**src/rtl/bdma_pkg.sv**
```systemverilog
package bdma_pkg;
   // base control bit positions
   localparam int CTL_COPY   = 0;
   localparam int CTL_SEARCH = 1;
   localparam int CTL_A_SRC  = 2;
   // port flag bit positions
   localparam int PF_IO      = 3;
   localparam int PF_UP      = 4;
   localparam int PF_FIXED   = 5;
   // interrupt flag bit positions
   localparam int IF_ON_HIT  = 0;
   localparam int IF_ON_END  = 1;
   localparam int IF_FOLD    = 5;
   // folded status codes
   localparam logic [1:0] CODE_HIT = 2'b01;
   localparam logic [1:0] CODE_END = 2'b10;

   typedef enum logic [2:0] {
      S_IDLE,
      S_STEP,
      S_READ,
      S_WRITE,
      S_EVAL
   } eng_state_t;
endpackage

```
**src/rtl/bdma_port_addr.sv**
```systemverilog
module bdma_port_addr #(
   parameter int ADDR_W = 16
) (
   input  logic              clk,
   input  logic              rst_n,
   input  logic              load,
   input  logic [ADDR_W-1:0] init,
   input  logic              step,
   input  logic              fixed,
   input  logic              up,
   output logic [ADDR_W-1:0] addr
);
   if (ADDR_W < 2) begin : g_bad_w
      $error("bdma_port_addr: ADDR_W must be at least 2");
   end

   always_ff @(posedge clk or negedge rst_n) begin
      if (!rst_n)
         addr <= '0;
      else if (load)
         addr <= init;
      else if (step && !fixed)
         addr <= up ? addr + 1'b1 : addr - 1'b1;
   end

   p_fixed_hold_r3 : assert property (@(posedge clk) disable iff (!rst_n)
      (step && fixed && !load) |=> $stable(addr));
   p_step_up_r3 : assert property (@(posedge clk) disable iff (!rst_n)
      (step && !fixed && up && !load) |=> (addr == $past(addr) + 1'b1));
   p_step_down_r3 : assert property (@(posedge clk) disable iff (!rst_n)
      (step && !fixed && !up && !load) |=> (addr == $past(addr) - 1'b1));
endmodule

```
**src/rtl/bdma_match.sv**
```systemverilog
module bdma_match #(
   parameter int DATA_W = 8
) (
   input  logic              enable,
   input  logic [DATA_W-1:0] data,
   input  logic [DATA_W-1:0] pattern,
   input  logic [DATA_W-1:0] ignore,
   output logic              hit
);
   if (DATA_W < 1) begin : g_bad_w
      $error("bdma_match: DATA_W must be positive");
   end

   always_comb hit = enable && (((data ^ pattern) & ~ignore) == '0);
endmodule

```
**src/rtl/bdma_irq_vec.sv**
```systemverilog
module bdma_irq_vec #(
   parameter int VEC_W   = 8,
   parameter bit FOLD_EN = 1'b1
) (
   input  logic             enable,
   input  logic [7:0]       cause_sel,
   input  logic [VEC_W-1:0] base,
   input  logic             hit,
   input  logic             at_end,
   output logic             req,
   output logic [VEC_W-1:0] vec
);
   import bdma_pkg::*;

   if (VEC_W < 3) begin : g_bad_w
      $error("bdma_irq_vec: VEC_W must be at least 3");
   end

   logic by_hit, by_end;
   always_comb begin
      by_hit = cause_sel[IF_ON_HIT] && hit;
      by_end = cause_sel[IF_ON_END] && at_end;
      req    = enable && (by_hit || by_end);
   end

   if (FOLD_EN) begin : g_fold
      logic [1:0] code;
      always_comb begin
         code = by_hit ? CODE_HIT : CODE_END;
         if (cause_sel[IF_FOLD])
            vec = {base[VEC_W-1:3], code, base[0]};
         else
            vec = base;
      end
   end else begin : g_plain
      always_comb vec = base;
   end
endmodule

```
**src/rtl/bdma_engine.sv**
```systemverilog
module bdma_engine #(
   parameter int ADDR_W = 16,
   parameter int DATA_W = 8,
   parameter int CNT_W  = 16,
   parameter bit FOLD_EN = 1'b1
) (
   input  logic              clk,
   input  logic              rst_n,
   input  logic              start,
   input  logic              reload,
   input  logic              continuous,
   input  logic [2:0]        base_ctl,
   input  logic [7:0]        flag_a,
   input  logic [7:0]        flag_b,
   input  logic [ADDR_W-1:0] init_a,
   input  logic [ADDR_W-1:0] init_b,
   input  logic [DATA_W-1:0] match_byte,
   input  logic [DATA_W-1:0] mask_byte,
   input  logic [CNT_W-1:0]  len_limit,
   input  logic              irq_en,
   input  logic [7:0]        irq_flags,
   input  logic [7:0]        irq_base,
   output logic              bus_req,
   output logic              bus_we,
   output logic              bus_io,
   output logic [ADDR_W-1:0] bus_addr,
   output logic [DATA_W-1:0] bus_wdata,
   input  logic [DATA_W-1:0] bus_rdata,
   input  logic              bus_rdy,
   output logic              busy,
   output logic [ADDR_W-1:0] addr_a,
   output logic [ADDR_W-1:0] addr_b,
   output logic [CNT_W-1:0]  byte_cnt,
   output logic              match_flag,
   output logic              endb_flag,
   output logic              irq_req,
   output logic [7:0]        irq_vec
);
   import bdma_pkg::*;

   localparam int NPORT = 2;

   if (CNT_W < 2) begin : g_bad_cnt
      $error("bdma_engine: CNT_W must be at least 2");
   end

   eng_state_t            state;
   logic [2:0]            ctl_q;
   logic [7:0]            fl_q [NPORT];
   logic [DATA_W-1:0]     pat_q, ign_q, data_q;
   logic [CNT_W-1:0]      lim_q;
   logic                  cont_q, ien_q, first_q;
   logic [7:0]            isel_q, ibase_q;

   logic                  accept, do_load, do_step;
   logic [ADDR_W-1:0]     port_addr [NPORT];
   logic [ADDR_W-1:0]     port_init [NPORT];

   always_comb begin
      accept  = start && (state == S_IDLE) &&
                (reload || !(match_flag || endb_flag));
      do_load = accept && reload;
      do_step = (state == S_STEP) && !first_q;
      port_init[0] = init_a;
      port_init[1] = init_b;
   end

   // one address register per port
   for (genvar p = 0; p < NPORT; p++) begin : g_port
      bdma_port_addr #(.ADDR_W(ADDR_W)) u_addr (
         .clk   (clk),
         .rst_n (rst_n),
         .load  (do_load),
         .init  (port_init[p]),
         .step  (do_step),
         .fixed (fl_q[p][PF_FIXED]),
         .up    (fl_q[p][PF_UP]),
         .addr  (port_addr[p])
      );
   end

   assign addr_a = port_addr[0];
   assign addr_b = port_addr[1];

   // role selection
   logic src_i, dst_i;
   always_comb begin
      src_i = ctl_q[CTL_A_SRC] ? 1'b0 : 1'b1;
      dst_i = ~src_i;
   end

   // evaluation of the byte just handled
   logic             hit, wrap, lim_hit, stop, irq_c;
   logic [CNT_W-1:0] cnt_n;
   logic [7:0]       vec_c;

   bdma_match #(.DATA_W(DATA_W)) u_match (
      .enable  (ctl_q[CTL_SEARCH]),
      .data    (data_q),
      .pattern (pat_q),
      .ignore  (ign_q),
      .hit     (hit)
   );

   always_comb begin
      cnt_n   = byte_cnt + 1'b1;
      wrap    = (cnt_n == '0);
      lim_hit = (lim_q != '0) && (byte_cnt >= lim_q);
      stop    = hit || wrap || lim_hit;
   end

   bdma_irq_vec #(.VEC_W(8), .FOLD_EN(FOLD_EN)) u_vec (
      .enable    (ien_q),
      .cause_sel (isel_q),
      .base      (ibase_q),
      .hit       (hit),
      .at_end    (wrap || lim_hit),
      .req       (irq_c),
      .vec       (vec_c)
   );

   // bus drive
   always_comb begin
      bus_req   = (state == S_READ) || (state == S_WRITE);
      bus_we    = (state == S_WRITE);
      bus_addr  = bus_we ? port_addr[dst_i] : port_addr[src_i];
      bus_io    = bus_we ? fl_q[dst_i][PF_IO] : fl_q[src_i][PF_IO];
      bus_wdata = data_q;
      busy      = (state != S_IDLE);
   end

   always_ff @(posedge clk or negedge rst_n) begin
      if (!rst_n) begin
         state      <= S_IDLE;
         ctl_q      <= '0;
         fl_q[0]    <= '0;
         fl_q[1]    <= '0;
         pat_q      <= '0;
         ign_q      <= '0;
         data_q     <= '0;
         lim_q      <= '0;
         cont_q     <= 1'b0;
         ien_q      <= 1'b0;
         isel_q     <= '0;
         ibase_q    <= '0;
         first_q    <= 1'b0;
         byte_cnt   <= '0;
         match_flag <= 1'b0;
         endb_flag  <= 1'b0;
         irq_req    <= 1'b0;
         irq_vec    <= '0;
      end else begin
         unique case (state)
            S_IDLE: if (accept) begin
               ctl_q   <= base_ctl;
               fl_q[0] <= flag_a;
               fl_q[1] <= flag_b;
               pat_q   <= match_byte;
               ign_q   <= mask_byte;
               lim_q   <= len_limit;
               cont_q  <= continuous;
               ien_q   <= irq_en;
               isel_q  <= irq_flags;
               ibase_q <= irq_base;
               irq_req <= 1'b0;
               if (reload) begin
                  first_q    <= 1'b1;
                  byte_cnt   <= '0;
                  match_flag <= 1'b0;
                  endb_flag  <= 1'b0;
               end
               state <= S_STEP;
            end
            S_STEP: begin
               first_q <= 1'b0;
               state   <= S_READ;
            end
            S_READ: if (bus_rdy) begin
               data_q <= bus_rdata;
               state  <= ctl_q[CTL_COPY] ? S_WRITE : S_EVAL;
            end
            S_WRITE: if (bus_rdy) state <= S_EVAL;
            S_EVAL: begin
               byte_cnt <= cnt_n;
               if (hit) match_flag <= 1'b1;
               if (wrap || lim_hit) endb_flag <= 1'b1;
               if (stop && irq_c) begin
                  irq_req <= 1'b1;
                  irq_vec <= vec_c;
               end
               state <= (stop || !cont_q) ? S_IDLE : S_STEP;
            end
            default: state <= S_IDLE;
         endcase
      end
   end

   p_req_hold_r11 : assert property (@(posedge clk) disable iff (!rst_n)
      (bus_req && !bus_rdy) |=> (bus_req && $stable(bus_addr) && $stable(bus_we)));
   p_idle_quiet_r11 : assert property (@(posedge clk) disable iff (!rst_n)
      !busy |-> !bus_req);
   p_write_needs_copy_r5 : assert property (@(posedge clk) disable iff (!rst_n)
      (bus_req && bus_we) |-> ctl_q[CTL_COPY]);
   p_hit_stops_r6 : assert property (@(posedge clk) disable iff (!rst_n)
      $rose(match_flag) |-> !busy);
   p_end_stops_r8 : assert property (@(posedge clk) disable iff (!rst_n)
      $rose(endb_flag) |-> !busy);
   p_irq_cause_r10 : assert property (@(posedge clk) disable iff (!rst_n)
      $rose(irq_req) |-> (!busy && (match_flag || endb_flag)));
endmodule

```
**config.mk**
```make
export PLATFORM = sky130hd
export DESIGN_NAME = bdma_engine
export DESIGN_NICKNAME = d
export VERILOG_FILES = /design/src/rtl/bdma_pkg.sv /design/src/rtl/bdma_port_addr.sv /design/src/rtl/bdma_match.sv /design/src/rtl/bdma_irq_vec.sv /design/src/rtl/bdma_engine.sv
export SDC_FILE = /design/constraint.sdc
export NUM_CORES = 1
export LEC_CHECK = 0
export BUFFER_PORTS_ARGS = -buffer_cell sky130_fd_sc_hd__clkbuf_2
export CORE_AREA = 3 3 127 129
export CTS_CLUSTER_SIZE = 12
export DETAILED_ROUTE_END_ITERATION = 12
export DIE_AREA = 0 0 130 132
export PLACE_DENSITY = 0.74
export SLEW_MARGIN = 20
export SYNTH_ARGS = -nofsm -noshare
export SYNTH_HDL_FRONTEND = slang
export SYNTH_SLANG_ARGS = --single-unit
```
**constraint.sdc**
```tcl
create_clock -name clk -period 3.6 [get_ports clk]
set_clock_uncertainty 0.2 [all_clocks]
set_input_delay 0.18 -clock clk [delete_from_list [all_inputs] [get_ports clk]]
set_output_delay 0.18 -clock clk [all_outputs]
set_load 0.02 [all_outputs]
```
# == Word level (Yosys, flattened, before mapping) ==
# Index checks and enable logic that the tools add are counted.
# op_classes
n_addsub,5
n_lt_le_gt_ge,3
n_eq_ne,11
mux,44
bitwise_logic,5
reduce_logical,43
# op_table
op,n
16-bit two-way mux,15
16-bit by 1-bit adder with 16-bit output (second input constant),3
16-bit case mux with 2 select lines,1
16-bit by 1-bit subtractor with 16-bit output (second input constant),2
4-bit two-way mux,6
16-bit greater-or-equal comparator,1
16-bit logical NOT,1
16-bit nonzero test,1
3-bit two-way mux,5
3-bit case mux with 5 select lines,1
1-bit logical AND,12
3-bit AND reduction,4
1-bit two-way mux,11
2-bit inequality test (second input constant),5
8-bit bitwise AND,1
8-bit logical NOT,1
1-bit logical OR,8
8-bit NOT,1
1-bit case mux with 2 select lines,4
4-bit AND reduction,2
2-bit nonzero test,4
8-bit XOR,1
3-bit by 2-bit equality test with 1-bit output (second input constant),2
2-bit AND reduction,3
other kinds (9),16
# totals
regBits,134
output_inout_bits,87

# == Logic depth before layout (Yosys ltp) ==
# Gate-level depths: netlist of the first run.
# depth
depth_word,10
mapped_depth,10
mapped_depth_nobuf,10

# == By module ==
# From an unflattened synthesis of the first run, not the netlist that was laid out.
# unflattened
hier_cells,823
hier_area_um2,8177.8
# modules_own_cells
module,n_inst,cells_per_inst,area_each_um2,seq_area_each_um2
bdma_engine,1,432,4959.8,2452.4
bdma_port_addr at g_port[1].u_addr,1,182,1531.5,400.4
bdma_port_addr at g_port[0].u_addr,1,182,1492.7,400.4
bdma_match,1,15,113.9,0.0
bdma_irq_vec,1,12,80.1,0.0

# == Least setup slack after synthesis of the first run ==
# No wires, ideal clock.
# synth_timing
kind,register to register
from,register fl_q[4] (netlist name)
to,register g_port[1].u_addr.addr[14]
arrival_time_ps,2943
required_ps,3306
slack_ps,363
stages_incl_launch_ff,11
n_path_buf,0
synth_period_minus_slack_ps,3237
cell_sequence,dfrtp_1 -> inv_1 -> ha_1 -> a21o_1 -> a21o_1 -> a2111oi_1 -> o31ai_1 -> a2111oi_0 -> nor3_1 -> mux2i_1 -> a211oi_1
# synth_between
elab_chain_len,3
# synth_rtl
element,line_no,source
start: declaration,bdma_engine.sv:49,logic [7:0] fl_q [NPORT];
16-bit two-way mux,bdma_port_addr.sv:23,addr <= up ? addr + 1'b1 : addr - 1'b1;
16-bit two-way mux,bdma_port_addr.sv:22,else if (step && !fixed)
16-bit two-way mux,bdma_port_addr.sv:20,else if (load)
end signal: assignment,bdma_port_addr.sv:21,addr <= init;
end signal: assignment,bdma_port_addr.sv:23,
end: declaration,bdma_port_addr.sv:11,output logic [ADDR_W-1:0] addr
# No other way between the ends. The select of a mux whose other input is x is not followed.
# A chain may end at the register's enable or synchronous reset.

# == Worst setup path in the final report of the first run ==
# Same ends and word-level chain as after synthesis.

==> results of run 1 <==
-- metal layers --
layer | vias up | global-route usage [%]
met1 | 3260 | 32.9
met5 | - | 0
met3 | 42 | 5.96
met2 | 206 | 42.6
met4 | 0 | 9.24
li1 | 3285 | -
-- worst max path at each step --
stage | slack, ns | endpoint | startpoint | depth (start not counted)
finish | 0.29 | g_port[1].u_addr.addr[14]$_DFFE_PN0P_ | fl_q[4]$_DFFE_PN0P_ | 10
global placement | 0.23 | g_port[1].u_addr.addr[14]$_DFFE_PN0P_ | fl_q[4]$_DFFE_PN0P_ | 10
detailed placement | 0.21 | g_port[1].u_addr.addr[14]$_DFFE_PN0P_ | fl_q[4]$_DFFE_PN0P_ | 10
global route | 0.01 | g_port[1].u_addr.addr[14]$_DFFE_PN0P_ | fl_q[4]$_DFFE_PN0P_ | 10
CTS | 0.12 | g_port[1].u_addr.addr[14]$_DFFE_PN0P_ | fl_q[4]$_DFFE_PN0P_ | 10
floorplan | 0.36 | g_port[1].u_addr.addr[14]$_DFFE_PN0P_ | fl_q[4]$_DFFE_PN0P_ | 10
-- worst reg2reg max path, cell delays in order (launching register included) --
cell	delay, ns
dfrtp_1	0.38
inv_1	0.24
ha_1	0.34
a21o_1	0.20
a21o_1	0.22
a2111oi_2	0.46
o31ai_1	0.22
a2111oi_1	0.42
nor3_1	0.12
mux2i_1	0.14
a211oi_1	0.26
-- sequential cells by signal, summed over array words and instances, names as in the netlist, 6 cells and up --
name,flops
ign_q,8
lim_q,16
ibase_q,8
byte_cnt,16
irq_vec,8
g_port.u_addr.addr,32
pat_q,8
fl_q,6
bus_wdata,8
-- stage by stage --
stage	instances	utilization, %
after global routing	1225	67.3
final	1225	67.3
after CTS	1224	67.2
after global placement	1096	57.1
after floorplan	742	-
after detailed placement	1096	57.1
-- area by class of cell --
cell class                 count  area, sq um
antenna                        1         2.50
fill                        1110         4950
clock buffer                  17          425
inverter                      29          109
multi-input combinational    556         4160
sequential                   125         3130
tap                          188          235
timing repair buffer         294         2000
clock inverter                15          143
-- power by group through the flow --
stage | Clock, mW | Sequential, mW | Combinational (mW)
after floorplan | 0 | 2.72 | 3.65
after global placement | 0 | 2.58 | 5.02
after detailed placement | 0 | 2.62 | 5.12
after CTS | 1.67 | 2.60 | 5.26
after global routing | 1.74 | 2.71 | 5.87
final | 1.66 | 2.63 | 5.35
-- cells by family (layout without fill, tap and decap cells) --
family	Yosys count	after routing	synth area share, %
compound gates	188	188	16.1
xor+xnor	37	37	4.33
fa+ha+maj	47	47	8.06
buf+inv	61	355	3.11
flops	125	125	41.8
mux	94	94	14.0
other cells	0	1	0
simple gates	190	190	12.6
-- synth_stat cells, types with 3 or more instances --
library cell	count
o22ai_1	5
a211oi_1	7
o21a_1	8
nand2_1	56
or3_1	5
nand2b_1	3
and4_1	4
or2_2	5
ha_1	45
a31oi_1	19
and2_1	5
a211o_1	3
o31ai_1	7
o21ai_0	63
nor4_1	8
a2111oi_0	3
mux2_2	86
nand3_1	14
nor3_1	16
nand4_1	7
clkbuf_1	29
nor2_1	55
o211a_1	3
buf_2	3
mux2i_1	8
dfrtp_1	125
xnor2_1	32
a21oi_1	34
a221oi_1	4
xor2_1	5
inv_1	29
a21o_1	15
-- timing repair --
item | in CTS | in global routing
resized for setup | 0 | 3
endpoints found under the setup margin | 0 | 2
endpoints found under the hold margin | 160 | 0
hold buffers | 96 | 0
-- cell usage in the layout (no fill, tap or decap), types with 4 or more instances in the layout --
cell,count
dfrtp_1,125
nor4_1,8
a31oi_1,19
a211oi_1,7
a221oi_1,4
mux2_2,86
or2_2,5
xnor2_1,31
o22ai_1,5
clkbuf_16,17
a21oi_1,34
mux2i_1,8
a21o_1,15
xor2_1,5
clkbuf_2,184
inv_8,4
and4_1,4
ha_1,45
o21ai_0,63
o21a_1,8
inv_6,6
dlygate4sd3_1,96
nor3_1,15
and2_1,5
buf_4,13
inv_1,29
or3_1,5
nand3_1,14
nand4_1,7
nand2_1,56
nor2_1,55
o31ai_1,7
==> impl_metrics.tcl, run 1 <==
set metrics [dict create \
    combPwrFrac_pct 55.5 \
    status "completed" \
    yosysSeqAreaShare_pct 41.8 \
    max_stage_delay_ns 0.46 \
    period_minus_slack_ns 3.31 \
    area_growth_pct 36.3 \
    report.final.slew_viol_count 0 \
    worst_slack_ns 0.295 \
    synthCells 742 \
    worst_pin_slew_ns 0.905 \
    top_layer "met4" \
    cts_tree "built" \
    whs_ns 0.0359 \
    min_to "byte_cnt[1]$_DFFE_PN0P_" \
    track_usage_pct 25.8 \
    drtIter0Drc 426 \
    synth_area_per_cell_sq_um 10.1 \
    synth_fp_nets 903 \
    fin_crit_sh_pct 91.8 \
    netSwitchingPower_mw 4.26 \
    async_flop_share_pct 100 \
    numCtsBuffers 17 \
    leakagePower_nw 4.88 \
    worstSkewPairLatency_ns 0.42 \
    grt_overflow 0 \
    cp.arrival_ns 3.42 \
    final.setup.tns_ns 0 \
    fmax_mhz 303 \
    crit_required_ns 3.72 \
    num_rows 45 \
    synth-edff-count 0 \
    dieArea_sq_um 17200 \
    grt_pass1_wl_um 35100 \
    dr_total_vias 6793 \
    drive_gt1_share_pct 32.4 \
    p_sw_share_pct 44.2 \
    placed_area_sq_um 8650 \
    pre_cts_slack_ns 0.209 \
    slew_headroom_pct 39.7 \
    route.detailed.wl_per_inst_um 17.6 \
    synth_area_leaders "dfrtp_1 42%, mux2_2 13%, ha_1 7.5%" \
    ys_warn_count 0 \
    path_class "flop to flop" \
    critPathMaxFanout 8 \
    rsz0062_at_grt "no" \
    drt-vias-per-instance 5.55 \
    pwr-share-clk_pct 17.2 \
    wl_met1_um 9410 \
    whs_path_depth 4 \
    ctsHtreeMaxLevel 4 \
    cp-start-kind "flop" \
    clk_pin_slew_ns 0.06 \
    post-cts-setup-buffers 0 \
    place.gp.congestion 0.853 \
    cts-root-buf "clkbuf_16" \
    worst_path_most_repeated_cell "a21o_1" \
    crit_chain "inv_1 > ha_1 > a21o_1 > a21o_1 > a2111oi_2 > o31ai_1 > a2111oi_1 > nor3_1 > mux2i_1 > a211oi_1" \
    cell_internal_pwr_mw 5.37 \
    ys_ff_latch 125 \
    ys.flop_type "dfrtp_1" \
    antenna_found_initial 1 \
    routed_wirelength_um 21600 \
    ys_types 54 \
    end_kind "flop" \
    reg2regPathDepth 10 \
    drc 0 \
    min_from "start" \
    vdd_drop_max_uv 521 \
    ctsLongestPathBuffers 2 \
    die_h_um 132 \
    reg2reg_from "fl_q[4]$_DFFE_PN0P_" \
    rrSetupSlack_ns 0.29 \
    clock_sinks 125 \
    dr.pass1.iters 5 \
    synthDominantCellAreaShare_pct 41.8 \
    grt_pass1_vias 6866 \
    synth_top_cell_by_area "dfrtp_1" \
    num_io_pins 201 \
    reg2reg_to "g_port[1].u_addr.addr[14]$_DFFE_PN0P_" \
    setup_violations 0 \
    power_density_nw_per_um2 944 \
    drtAntennaViolNets 0 \
    hold_viol_final 0 \
    cp_num_buf_inv 1 \
    p_total_mw 9.63 \
    final_area_sq_um 10200 \
    io_buffers 185 \
    core_area_sq_um 15100 \
    dr_wl_met3_um 1030 \
    cap_viol_max_count 0 \
    cp_slowest_cell "a2111oi_2" \
    dp_hpwl_um 14300 \
    seq_power_share_pct 27.3 \
    num-nets-final 1184 \
    start_util_pct 49.4 \
    die_w_um 130 \
    hold_class "input port to flop" \
    grt_max_degree 65 \
    met2_length_um 10600 \
    syn-cell-area_sq_um 7480 \
    crit_family "compound AO/OA/AOI/OAI gates" \
]
Note: power is estimated with default switching activity, not from simulation.
==> inputs of run 2 (changes only) <==
--- a/config.mk
+++ b/config.mk
@@ -11,6 +11,7 @@
 export DETAILED_ROUTE_END_ITERATION = 12
 export DIE_AREA = 0 0 130 132
 export PLACE_DENSITY = 0.74
+export RECOVER_POWER = 25
 export SLEW_MARGIN = 20
 export SYNTH_ARGS = -nofsm -noshare
 export SYNTH_HDL_FRONTEND = slang
==> run 2 against run 1 <==
The flow now finishes with violations (capacitance limit, slew limit). Largest cell class unchanged. Die area is the same. Total power shrank 0.21%. Global-route usage unchanged. Sequential power is essentially flat. Via count up 0.10%. Final cell count unchanged. First-iteration DRC count increased by 2.1%. Count of clock-buffer cells in the layout unchanged. Routed wire length about the same.
==> impl_metrics.tcl, run 2 (synthesis results as in run 1) <==
set metrics [dict create \
    critPathMaxFanout 8 \
    grt_pass1_wl_um 35100 \
    path_class "flop to flop" \
    dp_hpwl_um 14300 \
    fin_util_pct 67.2 \
    ctsHtreeMaxLevel 4 \
    worstSkewPairLatency_ns 0.42 \
    status "finished, violations left" \
    reg_top3 "g_port.u_addr.addr x32, byte_cnt x16, lim_q x16" \
    worst_slack_ns 0.295 \
    rrSetupSlack_ns 0.29 \
    reg2regPathDepth 10 \
    min_from "start" \
    drc 0 \
    post-cts-setup-buffers 0 \
    ctsLongestPathBuffers 2 \
    crit_required_ns 3.72 \
    place.gp.congestion 0.853 \
    cts_tree "built" \
    reg2reg_from "fl_q[4]$_DFFE_PN0P_" \
    setup_violations 0 \
    power_density_nw_per_um2 945 \
    core_area_sq_um 15100 \
    multi_input_area_sq_um 4160 \
    whs_path_depth 4 \
    antenna_found_initial 1 \
    hold_viol_final 0 \
    hold_class "input port to flop" \
    period_minus_slack_ns 3.31 \
    largest-register "g_port.u_addr.addr" \
    layout_commonest_cell "clkbuf_2" \
    grt_overflow 0 \
    pre_cts_slack_ns 0.209 \
    numCtsBuffers 17 \
    regArea_sq_um 3130 \
    fmax_mhz 303 \
    die_h_um 132 \
    dr_total_vias 6800 \
    clk_pin_slew_ns 0.06 \
    area_growth_pct 35.9 \
    dr.pass1.iters 5 \
    final_cell_mix "166 x clkbuf_2, 125 x dfrtp_1, 96 x dlygate4sd3_1" \
    track_usage_pct 25.8 \
    num_io_pins 201 \
    end_kind "flop" \
    min_to "byte_cnt[1]$_DFFE_PN0P_" \
    drive_gt1_share_pct 30.6 \
    grt_pass1_vias 6866 \
    worst_pin_slew_ns 1.77 \
    clock_sinks 125 \
    io_buffers 185 \
    rsz0062_at_grt "no" \
    largest_reg_flops 32 \
    leakagePower_nw 4.82 \
    violations "capacitance limit, slew limit" \
    report.final.slew_viol_count 64 \
    routed_wirelength_um 21600 \
    cts-root-buf "clkbuf_16" \
    num_rows 45 \
    vdd_drop_max_uv 517 \
    drt-vias-per-instance 5.55 \
    start_util_pct 49.4 \
    die_w_um 130 \
    cp.arrival_ns 3.42 \
    grt_max_degree 65 \
    dieArea_sq_um 17200 \
    filler_cell_count 1127 \
    final.setup.tns_ns 0 \
    p_total_mw 9.61 \
    reg2reg_to "g_port[1].u_addr.addr[14]$_DFFE_PN0P_" \
    cp-start-kind "flop" \
    route.detailed.wl_per_inst_um 17.6 \
    fin_crit_sh_pct 91.8 \
    num-nets-final 1184 \
    slew_headroom_pct -17.7 \
    drtAntennaViolNets 0 \
    cap_viol_max_count 1 \
    drtIter0Drc 435 \
]
[run 2: cell count changes in the layout (fill, tap and decap cells not counted), sizes merged]
cell and delta:
buf -1, clkbuf +1
[run 2: worst max-delay path by stage]
stage / from / endpoint / slack, ns / cells past startpoint
2_1_floorplan: fl_q[4]$_DFFE_PN0P_ / g_port[1].u_addr.addr[14]$_DFFE_PN0P_ / 0.36 / 10
3_3_place_gp: fl_q[4]$_DFFE_PN0P_ / g_port[1].u_addr.addr[14]$_DFFE_PN0P_ / 0.23 / 10
3_5_place_dp: fl_q[4]$_DFFE_PN0P_ / g_port[1].u_addr.addr[14]$_DFFE_PN0P_ / 0.21 / 10
4_1_cts: fl_q[4]$_DFFE_PN0P_ / g_port[1].u_addr.addr[14]$_DFFE_PN0P_ / 0.12 / 10
5_1_grt: fl_q[4]$_DFFE_PN0P_ / g_port[1].u_addr.addr[14]$_DFFE_PN0P_ / 0.01 / 10
6_report: fl_q[4]$_DFFE_PN0P_ / g_port[1].u_addr.addr[14]$_DFFE_PN0P_ / 0.29 / 10
[run 2: power breakdown]
group	internal [mW]	switching [mW]	leakage (nW)	total, mW
clock	0.916	0.737	0.276	1.65
sequential	2.00	0.624	1.53	2.63
combinational	2.43	2.90	3.01	5.33
total	5.35	4.26	4.82	9.61
[run 2: timing repair]
| action | in CTS | in global routing |
|---|---|---|
| hold endpoints to repair | 160 | 0 |
| setup endpoints to repair | 0 | 2 |
| hold buffers | 96 | 0 |
| resized for setup | 0 | 3 |
[run 2: final cells by class]
| class | instances | share of cell area, % |
|---|---|---|
| diodes | 1 | 0.0246 |
| clock buffers | 17 | 4.18 |
| clock inverters | 15 | 1.40 |
| inverters | 29 | 1.07 |
| multi-input cells | 556 | 40.9 |
| flip-flops and latches | 125 | 30.8 |
| well taps | 188 | 2.31 |
| repair buffers | 294 | 19.4 |
[run 2: layer usage]
layer  global-route usage (%)  routed length [um]  up-vias
li1                         -                   -     3285
met1                     32.9                9440     3271
met2                     42.6               10600      202
met3                     5.96                 995       42
met4                     9.24                 528        0
met5                        0                   0        -
[run 2: worst max-delay path, cell delays in order (launching register included)]
cell	delay, ns
dfrtp_1	0.38
inv_1	0.24
ha_1	0.34
a21o_1	0.20
a21o_1	0.22
a2111oi_2	0.46
o31ai_1	0.22
a2111oi_1	0.42
nor3_1	0.12
mux2i_1	0.14
a211oi_1	0.26
[run 2: stage by stage]
step / instances / hold slack (ns) / area [sq um]
finish: 1225 / 0.0332 / 10200
global route: 1225 / 0.0472 / 10200
CTS: 1224 / 0.0189 / 10200
detailed placement: 1096 / 0.151 / 8650
global placement: 1096 / 0.149 / 8650
floorplan: 742 / -0.316 / 7480
==> inputs of run 3 (changes only) <==
--- a/config.mk
+++ b/config.mk
@@ -7,6 +7,7 @@
 export LEC_CHECK = 0
 export BUFFER_PORTS_ARGS = -buffer_cell sky130_fd_sc_hd__clkbuf_2
 export CORE_AREA = 3 3 127 129
+export CTS_BUF_LIST = sky130_fd_sc_hd__clkbuf_8
 export CTS_CLUSTER_SIZE = 12
 export DETAILED_ROUTE_END_ITERATION = 12
 export DIE_AREA = 0 0 130 132
==> run 3 against run 2 <==
The run still ends with capacitance limit, slew limit left. Clock power decreased by 28%. Largest cell class unchanged. Design area decreased by 1.6%. Maximum frequency increased by 0.34%. Hold slack improved by 0.25 ns. Register-to-register slack about the same. Global-route usage decreased by 0.071 points. Die area unchanged. Combinational power about the same. Largest power group unchanged.
==> impl_metrics.tcl, run 3 (synthesis results as in run 1) <==
set metrics [dict create \
    drt-vias-per-instance 5.52 \
    grt_pass1_vias 6893 \
    final_cell_mix "166 x clkbuf_2, 125 x dfrtp_1, 99 x dlygate4sd3_1" \
    p_total_mw 9.12 \
    largest_reg_flops 32 \
    num_io_pins 201 \
    crit_required_ns 3.75 \
    period_minus_slack_ns 3.29 \
    critPathMaxFanout 8 \
    hold_class "input port to flop" \
    path_class "flop to flop" \
    drive_gt1_share_pct 30.5 \
    numCtsBuffers 17 \
    ctsLongestPathBuffers 2 \
    io_buffers 185 \
    num_rows 45 \
    clk_pin_slew_ns 0.09 \
    cp.arrival_ns 3.44 \
    core_area_sq_um 15100 \
    start_util_pct 49.4 \
    area_growth_pct 33.7 \
    drtIter0Drc 440 \
    slew_headroom_pct -12.8 \
    drtAntennaViolNets 0 \
    ctsHtreeMaxLevel 4 \
    layout_commonest_cell "clkbuf_2" \
    violations "capacitance limit, slew limit" \
    drc 0 \
    regArea_sq_um 3130 \
    cap_viol_max_count 1 \
    dieArea_sq_um 17200 \
    track_usage_pct 25.7 \
    hold_viol_final 0 \
    power_density_nw_per_um2 911 \
    worstSkewPairLatency_ns 0.45 \
    grt_pass1_wl_um 35000 \
    dr_total_vias 6768 \
    cts_tree "built" \
    route.detailed.wl_per_inst_um 17.4 \
    grt_overflow 0 \
    leakagePower_nw 4.74 \
    final.setup.tns_ns 0 \
    worst_pin_slew_ns 1.69 \
    grt_max_degree 65 \
    num-nets-final 1187 \
    dr.pass1.iters 5 \
    largest-register "g_port.u_addr.addr" \
    setup_violations 0 \
    report.final.slew_viol_count 64 \
    place.gp.congestion 0.853 \
    rsz0062_at_grt "no" \
    fin_crit_sh_pct 91.5 \
    end_kind "flop" \
    post-cts-setup-buffers 0 \
    vdd_drop_max_uv 497 \
    cts-root-buf "clkbuf_8" \
    fmax_mhz 304 \
    status "finished, violations left" \
    reg_top3 "g_port.u_addr.addr x32, byte_cnt x16, lim_q x16" \
    antenna_cells 0 \
    cp-start-kind "flop" \
    routed_wirelength_um 21400 \
    die_w_um 130 \
    dp_hpwl_um 14300 \
    die_h_um 132 \
    multi_input_area_sq_um 4160 \
    clock_sinks 125 \
    filler_cell_count 1155 \
    antenna_found_initial 0 \
]
run 3: path summary, 6_finish.rpt:
path / start / end / slack [ns] / depth (start not counted)
min in group asynchronous: rst_n / byte_cnt[10]$_DFFE_PN0P_ / 0.52 / 2
hold reg to reg: irq_req$_DFFE_PN0P_ / irq_req$_DFFE_PN0P_ / 0.30 / 1
hold / removal: init_b[2] / g_port[1].u_addr.addr[2]$_DFFE_PN0P_ / 0.28 / 4
setup / recovery: fl_q[4]$_DFFE_PN0P_ / g_port[1].u_addr.addr[14]$_DFFE_PN0P_ / 0.31 / 10
max in group asynchronous: rst_n / ign_q[4]$_DFFE_PN0P_ / 1.62 / 3
setup reg to reg: fl_q[4]$_DFFE_PN0P_ / g_port[1].u_addr.addr[14]$_DFFE_PN0P_ / 0.31 / 10
run 3: critical path: stages, from the launching register on:
cell	delay, ns
dfrtp_1	0.39
inv_1	0.23
ha_1	0.34
a21o_1	0.20
a21o_1	0.22
a2111oi_2	0.46
o31ai_1	0.21
a2111oi_1	0.42
nor3_1	0.12
mux2i_1	0.14
a211oi_1	0.26
run 3: cell type report:
| cell class | count | share of cell area, % |
|---|---|---|
| clock buffers | 17 | 2.34 |
| clock inverters | 15 | 1.43 |
| inverters | 29 | 1.09 |
| multi-input cells | 556 | 41.5 |
| flip-flops and latches | 125 | 31.3 |
| well taps | 188 | 2.35 |
| repair buffers | 297 | 20.0 |
run 3: layer usage:
metal	GRT usage, %	part of all wire, %	wire, um	up-vias
li1	-	-	-	3287
met1	32.8	43	9230	3221
met2	42.1	49	10400	216
met3	6.12	5.4	1160	44
met4	9.76	2.4	520	0
met5	0	0	0	-
run 3: what timing repair did:
| action | in CTS | in global routing |
|---|---|---|
| endpoints found under the hold margin | 163 | 0 |
| gates resized for setup | 0 | 3 |
| endpoints found under the setup margin | 0 | 2 |
| hold buffers | 99 | 0 |
run 3: stage by stage:
step	cell area, sq um	cells	util (%)	setup slack (ns)	hold slack (ns)
2_1_floorplan	7480	742	-	0.363	-0.316
4_1_cts	10000	1227	66.1	0.0865	0.185
5_1_grt	10000	1227	66.1	0.0118	0.278
3_3_place_gp	8650	1096	57.1	0.230	0.149
3_5_place_dp	8650	1096	57.1	0.209	0.151
6_report	10000	1227	66.1	0.306	0.279
run 3: power breakdown:
group	leakage, nW	internal [mW]	switching [mW]
sequential	1.53	2.00	0.617
clock	0.189	0.511	0.676
combinational	3.02	2.44	2.88
